--- src/rtl/link_pwr_pkg.sv ---
package link_pwr_pkg;

    typedef enum logic [1:0] {
        LS_U0 = 2'b00,
        LS_U1 = 2'b01,
        LS_U2 = 2'b10,
        LS_U3 = 2'b11
    } lstate_e;

    localparam int NUM_TMR = 2;

    localparam logic [2:0] CFG_IDLE1 = 3'd0;
    localparam logic [2:0] CFG_IDLE2 = 3'd1;
    localparam logic [2:0] CFG_EXIT1 = 3'd2;
    localparam logic [2:0] CFG_EXIT2 = 3'd3;
    localparam logic [2:0] CFG_EXIT3 = 3'd4;

    typedef struct packed {
        lstate_e st;
        logic    busy;
    } fsm_stat_t;

    function automatic logic phy_may_sleep(input fsm_stat_t s);
        return (s.st != LS_U0) && !s.busy;
    endfunction

    function automatic logic clk_may_stop(input fsm_stat_t s);
        return ((s.st == LS_U2) || (s.st == LS_U3)) && !s.busy;
    endfunction

endpackage

--- src/rtl/lpc_cfg_regs.sv ---
module lpc_cfg_regs #(
    parameter int TW = 16,
    parameter int EW = 12
) (
    input  logic          clk,
    input  logic          rst,
    input  logic          we,
    input  logic [2:0]    addr,
    input  logic [TW-1:0] wdata,
    output logic [TW-1:0] idle1_to,
    output logic [TW-1:0] idle2_to,
    output logic [EW-1:0] exit1_len,
    output logic [EW-1:0] exit2_len,
    output logic [EW-1:0] exit3_len
);
    import link_pwr_pkg::*;

    always_ff @(posedge clk) begin
        if (rst) begin
            idle1_to  <= '0;
            idle2_to  <= '0;
            exit1_len <= '0;
            exit2_len <= '0;
            exit3_len <= '0;
        end else if (we) begin
            case (addr)
                CFG_IDLE1: idle1_to  <= wdata;
                CFG_IDLE2: idle2_to  <= wdata;
                CFG_EXIT1: exit1_len <= wdata[EW-1:0];
                CFG_EXIT2: exit2_len <= wdata[EW-1:0];
                CFG_EXIT3: exit3_len <= wdata[EW-1:0];
                default: ;
            endcase
        end
    end
endmodule

--- src/rtl/lpc_idle_timer.sv ---
module lpc_idle_timer #(
    parameter int TW = 16
) (
    input  logic          clk,
    input  logic          rst,
    input  logic          run,
    input  logic          clr,
    input  logic [TW-1:0] limit,
    output logic          expire
);
    logic [TW-1:0] cnt_q;
    logic          armed;

    assign armed  = run && !clr && (limit != '0);
    assign expire = armed && (cnt_q >= limit - TW'(1));

    always_ff @(posedge clk) begin
        if (rst || clr)
            cnt_q <= '0;
        else if (armed)
            cnt_q <= expire ? '0 : cnt_q + TW'(1);
    end

    // a zero limit must keep the timer silent
    AST_ZERO_LIMIT_SILENT: assert property (@(posedge clk) disable iff (rst)
        (limit == '0) |-> !expire);
endmodule

--- src/rtl/lpc_state_fsm.sv ---
module lpc_state_fsm
    import link_pwr_pkg::*;
#(
    parameter int EW = 12
) (
    input  logic          clk,
    input  logic          rst,
    input  logic          act,
    input  logic          host_susp,
    input  logic          dev_u1,
    input  logic          dev_u2,
    input  logic          exp1,
    input  logic          exp2,
    input  logic [EW-1:0] exit1_len,
    input  logic [EW-1:0] exit2_len,
    input  logic [EW-1:0] exit3_len,
    output fsm_stat_t     stat
);
    lstate_e       st_q, st_d;
    logic          busy_q, busy_d;
    logic [EW-1:0] ecnt_q, ecnt_d;
    logic [EW-1:0] exit_len;

    always_comb begin
        case (st_q)
            LS_U1:   exit_len = exit1_len;
            LS_U2:   exit_len = exit2_len;
            default: exit_len = exit3_len;
        endcase
    end

    always_comb begin
        st_d   = st_q;
        busy_d = busy_q;
        ecnt_d = ecnt_q;
        if (busy_q) begin
            if (ecnt_q == '0) begin
                st_d   = LS_U0;
                busy_d = 1'b0;
            end else begin
                ecnt_d = ecnt_q - EW'(1);
            end
        end else begin
            unique case (st_q)
                LS_U0: begin
                    if (host_susp)   st_d = LS_U3;
                    else if (dev_u2) st_d = LS_U2;
                    else if (dev_u1) st_d = LS_U1;
                    else if (exp1)   st_d = LS_U1;
                end
                LS_U1, LS_U2, LS_U3: begin
                    if (act) begin
                        if (exit_len == '0) begin
                            st_d = LS_U0;
                        end else begin
                            busy_d = 1'b1;
                            ecnt_d = exit_len - EW'(1);
                        end
                    end else if (host_susp && (st_q != LS_U3)) begin
                        st_d = LS_U3;
                    end else if ((st_q == LS_U1) && (dev_u2 || exp2)) begin
                        st_d = LS_U2;
                    end
                end
            endcase
        end
    end

    always_ff @(posedge clk) begin
        if (rst) begin
            st_q   <= LS_U0;
            busy_q <= 1'b0;
            ecnt_q <= '0;
        end else begin
            st_q   <= st_d;
            busy_q <= busy_d;
            ecnt_q <= ecnt_d;
        end
    end

    assign stat.st   = st_q;
    assign stat.busy = busy_q;

    AST_U3_HOST_ONLY: assert property (@(posedge clk) disable iff (rst)
        (st_q == LS_U3 && $past(st_q) != LS_U3) |-> $past(host_susp));
    AST_NO_TIMER_SKIP: assert property (@(posedge clk) disable iff (rst)
        ($past(st_q) == LS_U0 && st_q == LS_U2) |-> $past(dev_u2));
    AST_EXIT_LANDS_U0: assert property (@(posedge clk) disable iff (rst)
        $fell(busy_q) |-> (st_q == LS_U0));
    AST_EXIT_HOLDS_CODE: assert property (@(posedge clk) disable iff (rst)
        (busy_q && $past(busy_q)) |-> $stable(st_q));
    AST_BUSY_NOT_ACTIVE: assert property (@(posedge clk) disable iff (rst)
        busy_q |-> (st_q != LS_U0));
endmodule

--- src/rtl/link_pwr_ctrl.sv ---
module link_pwr_ctrl
    import link_pwr_pkg::*;
#(
    parameter int TMR_W  = 16,
    parameter int EXIT_W = 12
) (
    input  logic             clk,
    input  logic             rst,
    input  logic             cfg_we,
    input  logic [2:0]       cfg_addr,
    input  logic [TMR_W-1:0] cfg_wdata,
    input  logic             link_act,
    input  logic             wake_req,
    input  logic             dev_u1_req,
    input  logic             dev_u2_req,
    input  logic             host_susp_cmd,
    output logic [1:0]       link_state,
    output logic             exit_busy,
    output logic             phy_pd_en,
    output logic             clk_gate_en
);
    logic [TMR_W-1:0]  idle_to [NUM_TMR];
    logic [EXIT_W-1:0] exit1_len, exit2_len, exit3_len;
    logic [NUM_TMR-1:0] tmr_run, tmr_clr, tmr_exp;
    lstate_e           tmr_home [NUM_TMR];
    fsm_stat_t         stat;
    logic              act;

    assign act = link_act || wake_req;

    lpc_cfg_regs #(.TW(TMR_W), .EW(EXIT_W)) u_regs (
        .clk       (clk),
        .rst       (rst),
        .we        (cfg_we),
        .addr      (cfg_addr),
        .wdata     (cfg_wdata),
        .idle1_to  (idle_to[0]),
        .idle2_to  (idle_to[1]),
        .exit1_len (exit1_len),
        .exit2_len (exit2_len),
        .exit3_len (exit3_len)
    );

    assign tmr_home[0] = LS_U0;
    assign tmr_home[1] = LS_U1;

    for (genvar g = 0; g < NUM_TMR; g++) begin : g_tmr
        logic at_home;
        assign at_home    = (stat.st == tmr_home[g]) && !stat.busy;
        assign tmr_run[g] = at_home && !act;
        assign tmr_clr[g] = !at_home || act;

        lpc_idle_timer #(.TW(TMR_W)) u_tmr (
            .clk    (clk),
            .rst    (rst),
            .run    (tmr_run[g]),
            .clr    (tmr_clr[g]),
            .limit  (idle_to[g]),
            .expire (tmr_exp[g])
        );
    end

    lpc_state_fsm #(.EW(EXIT_W)) u_fsm (
        .clk       (clk),
        .rst       (rst),
        .act       (act),
        .host_susp (host_susp_cmd),
        .dev_u1    (dev_u1_req),
        .dev_u2    (dev_u2_req),
        .exp1      (tmr_exp[0]),
        .exp2      (tmr_exp[1]),
        .exit1_len (exit1_len),
        .exit2_len (exit2_len),
        .exit3_len (exit3_len),
        .stat      (stat)
    );

    assign link_state  = stat.st;
    assign exit_busy   = stat.busy;
    assign phy_pd_en   = phy_may_sleep(stat);
    assign clk_gate_en = clk_may_stop(stat);

    AST_GATE_IMPLIES_PD: assert property (@(posedge clk) disable iff (rst)
        clk_gate_en |-> phy_pd_en);
    AST_AWAKE_WHILE_EXIT: assert property (@(posedge clk) disable iff (rst)
        exit_busy |-> (!phy_pd_en && !clk_gate_en));
    AST_TIMERS_EXCLUSIVE: assert property (@(posedge clk) disable iff (rst)
        $onehot0(tmr_run));
endmodule

--- config.mk ---
export PLATFORM = sky130hd
export DESIGN_NAME = link_pwr_ctrl
export DESIGN_NICKNAME = d
export VERILOG_FILES = /design/src/rtl/link_pwr_pkg.sv /design/src/rtl/lpc_cfg_regs.sv /design/src/rtl/lpc_idle_timer.sv /design/src/rtl/lpc_state_fsm.sv /design/src/rtl/link_pwr_ctrl.sv
export SDC_FILE = /design/constraint.sdc
export NUM_CORES = 1
export LEC_CHECK = 0
export ABC_AREA = 1
export ABC_CLOCK_PERIOD_IN_PS = 2640
export BUFFER_PORTS_ARGS = -buffer_cell sky130_fd_sc_hd__buf_2
export CAP_MARGIN = 10
export CORE_ASPECT_RATIO = 1.4
export CORE_MARGIN = 2
export CORE_UTILIZATION = 56
export DETAILED_ROUTE_END_ITERATION = 10
export GPL_TIMING_DRIVEN = 0
export PLACE_DENSITY = 0.83
export SLEW_MARGIN = 30
export SYNTH_ARGS = -nofsm -noshare
export SYNTH_HDL_FRONTEND = slang
export SYNTH_SLANG_ARGS = --single-unit
--- constraint.sdc ---
create_clock -name clk -period 2.64 [get_ports clk]
set_input_delay 0.264 -clock clk [delete_from_list [all_inputs] [get_ports clk]]
set_output_delay 0.264 -clock clk [all_outputs]
set_load 0.01 [all_outputs]
==> impl_metrics.py <==
metrics = {
    "run_status": {
        "violations": "setup timing",
        "status": "complete, but fails checks",
    },
    "floorplan": {
        "die_area_um2": 13000,
        "num_io_pins": 32,
        "core_um2": 11800,
        "initial_core_util": 0.572,
        "num_rows": 47,
        "die_w_um": 96.9,
        "die_h_um": 134,
    },
    "detailed_routing": {
        "avgRoutedWirePerCell_um": 16.9,
        "viasPerCell": 5.78,
        "wirelength_um": 19800,
        "vias": 6784,
        "drc": 0,
        "first_iter_violations": 520,
        "dr.pass1.iters": 5,
        "ant_nets": 0,
    },
    "sta": {
        "setup_viol": 33,
        "worst_slack_ps": -207,
        "slew_headroom": 0.374,
        "timing.fmax_mhz": 351,
        "grt_setup_unrepaired": "true",
        "finalCritPeriodShare": 1.08,
        "slew_violations": 0,
        "hold_viol": 0,
        "worstMarginPinSlew_ps": 935,
        "period_minus_slack_ps": 2850,
        "fin_skew_ps": 8.90,
    },
    "clocking": {
        "cts_num_sinks": 115,
        "root_buffer": "clkbuf_16",
        "clk_path_buf_depth": 2,
        "ctsHoldBuffers": 0,
        "cts_buffers": 17,
        "htree_levels": 4,
        "clk-insertion-delay-late_ps": 420,
        "cts.clk_slew.worst_paths_ps": 50,
        "cts_tree": "done",
    },
    "final_layout": {
        "final_common_cell": "nand2_1",
        "final_layout_size_suffix_gt1_frac": 0.221,
        "final_cell_mix": "nand2_1, nor2_1, dfxtp_1, inv_1, o21ai_0",
        "fin_util": 0.696,
        "diodes": 0,
        "syn2layout_area_growth_pct": 21.7,
        "nets": 1081,
    },
    "critical_path": {
        "cp_slowest_cell": "dfxtp_1",
        "critPathKind": "reg -> reg",
        "cp_max_fo": 4,
        "endpoint_kind": "flip-flop",
        "path_buf_inv": 1,
        "cpMostUsedCell": "nand2_1",
        "worst_setup_path_start_kind": "flip-flop",
        "path_cells": "or2_2 > nor4_4 > nand2_1 > nor2_1 > xor2_1 > ha_1 > a21oi_2 > o21ai_1 > a21oi_1 > nand2_1 > nand2_4 > nand2_2 > nand2_2 > nand3_4 > nand3_2 > nand2_1 > inv_1 > nor2_1",
        "crit_arrival_ps": 3170,
        "worstPathRequired_ps": 2960,
        "critPathTopFamily": "simple AND/OR/NAND/NOR gates",
        "slowest_delay_ps": 360,
    },
    "synthesis": {
        "synth_flop_cell": "dfxtp_1",
        "synthCells": 937,
        "netlist_top_cells_area": "dfxtp_1, nand2_1, nor2_1",
        "synth_edf_count": 0,
        "yosys_warnings": 0,
        "ys_ff_latch": 115,
        "syn-num-nets": 1005,
        "avgSynthCellArea_um2": 7.22,
        "synth.largest_area_cell": "dfxtp_1",
        "syn_area_um2": 6770,
        "synth_top_area_share": 0.340,
        "ys_async_sr_fraction": 0,
        "yosysUniqueCellTypes": 47,
        "synth_seq_area_share": 0.340,
    },
    "pwr": {
        "leakage_nw": 3.52,
        "seq_power_share": 0.279,
        "p_sw_mw": 2.74,
        "switching_share": 0.388,
        "internal-power_mw": 4.32,
        "p_per_area_nw_per_um2": 858,
        "finalPower_mw": 7.06,
        "pwr-share-comb": 0.400,
        "p_clk_frac": 0.321,
        "ir_drop_mv": 0.993,
    },
    "run": {
        "cap_violations": 0,
    },
    "global_route": {
        "grt_pass1_vias": 6581,
        "grt_max_degree": 17,
        "grt_overflow": 0,
        "grt_usage": 0.294,
        "grt_pass1_wl_um": 30900,
        "antenna_found_initial": 0,
    },
    "worst_hold_path": {
        "holdCritPathClass": "in -> reg",
    },
    "place": {
        "place_ws_ps": -419,
        "io_buffers": 31,
        "hpwl_um": 12700,
        "gp_congestion": 0.933,
    },
}
worst register-to-register path, delay by kind of cell (launching register included):
kind                       cells  cell delay, ps
adders and majority gates      1             280
buffers and inverters          1              60
xor gates and xnor gates       1             180
AOI/OAI and AO/OA              3             370
DFF                            1             360
and+or+nand+nor               12            1500
layer usage:
metal | part of all wire | track usage | vias up
met2 | 0.52 | 0.532 | 298
li1 | - | - | 3243
met1 | 0.36 | 0.319 | 3153
met4 | 0.049 | 0.167 | 0
met3 | 0.071 | 0.0568 | 90
met5 | 0 | 0 | -
metrics by stage:
step                      std cells  cell area (µm²)  TNS, ps  hold slack (ps)
after floorplan                 937             6770        0              333
after global placement         1115             7110    -6880              433
after detailed placement       1115             7110    -8220              437
after CTS                      1165             8020    -4940             98.1
after global routing           1173             8230   -10840              133
final                          1173             8230    -3540              105
sequential cells by signal, summed over array words and instances, names as in the netlist:
name	cells
g_tmr.u_tmr.cnt_q	32
u_regs.idle1_to	16
u_regs.idle2_to	16
u_fsm.ecnt_q	12
u_regs.exit1_len	12
u_regs.exit2_len	12
u_regs.exit3_len	12
u_fsm.st_q	2
u_fsm.busy_q	1
cells in the mapped netlist, drive strengths merged, types with 2 or more instances:
cell and n:
a21boi 2, a21oi 69, a31oi 4, buf 11, clkbuf 17, clkinv 3
dfxtp 115, ha 41, inv 101, nand2 157, nand3 50, nand4 12
nor2 151, nor3 20, nor3b 5, nor4 10, o21a 2, o21ai 114
o21bai 2, or2 4, xnor2 14, xor2 27
layout make-up:
class / count / area [µm²]
buffer: 28 / 166
clock buffer: 20 / 447
clock inverter: 12 / 133
fill: 891 / 3590
inverter: 104 / 398
multi-input combinational: 691 / 4210
sequential: 115 / 2310
tap: 147 / 184
timing repair buffer: 56 / 382
cell families after synthesis:
group | count (synthesis) | share of synthesized area
buffers and inverters | 132 | 0.0821
AND/OR/NAND/NOR | 410 | 0.288
adder cells (fa/ha/maj) | 41 | 0.0758
flip-flops | 115 | 0.340
XOR/XNOR | 41 | 0.0531
AO/OA/AOI/OAI | 198 | 0.161
final timing paths:
path / startpoint / endpoint / slack [ps] / cells after the start
setup reg to reg: u_regs.idle2_to[5]$_SDFFE_PP0P_ / u_fsm.st_q[1]$_SDFFE_PP0P_ / -210 / 18
setup / recovery: u_regs.idle2_to[5]$_SDFFE_PP0P_ / u_fsm.st_q[1]$_SDFFE_PP0P_ / -210 / 18
hold reg to reg: u_regs.exit2_len[3]$_SDFFE_PP0P_ / u_regs.exit2_len[3]$_SDFFE_PP0P_ / 450 / 2
hold / removal: cfg_wdata[15] / u_regs.idle1_to[15]$_SDFFE_PP0P_ / 100 / 3
power groups by stage:
stage,logic (mW),clock network [mW],registers (mW)
global route,3.10,2.36,1.98
CTS,2.71,2.26,1.96
floorplan,2.03,0,1.98
finish,2.82,2.27,1.97
detailed placement,2.61,0,2.00
global placement,2.56,0,2.00
repair_timing:
| action | 4_1_cts | 5_1_grt |
|---|---|---|
| resized for setup | 48 | 39 |
| gates cloned | 2 | 0 |
| endpoints found under the setup margin | 35 | 44 |
| pin swaps | 38 | 26 |
| buffers inserted | 16 | 8 |
No activity file was read; power rests on OpenSTA's default activity.
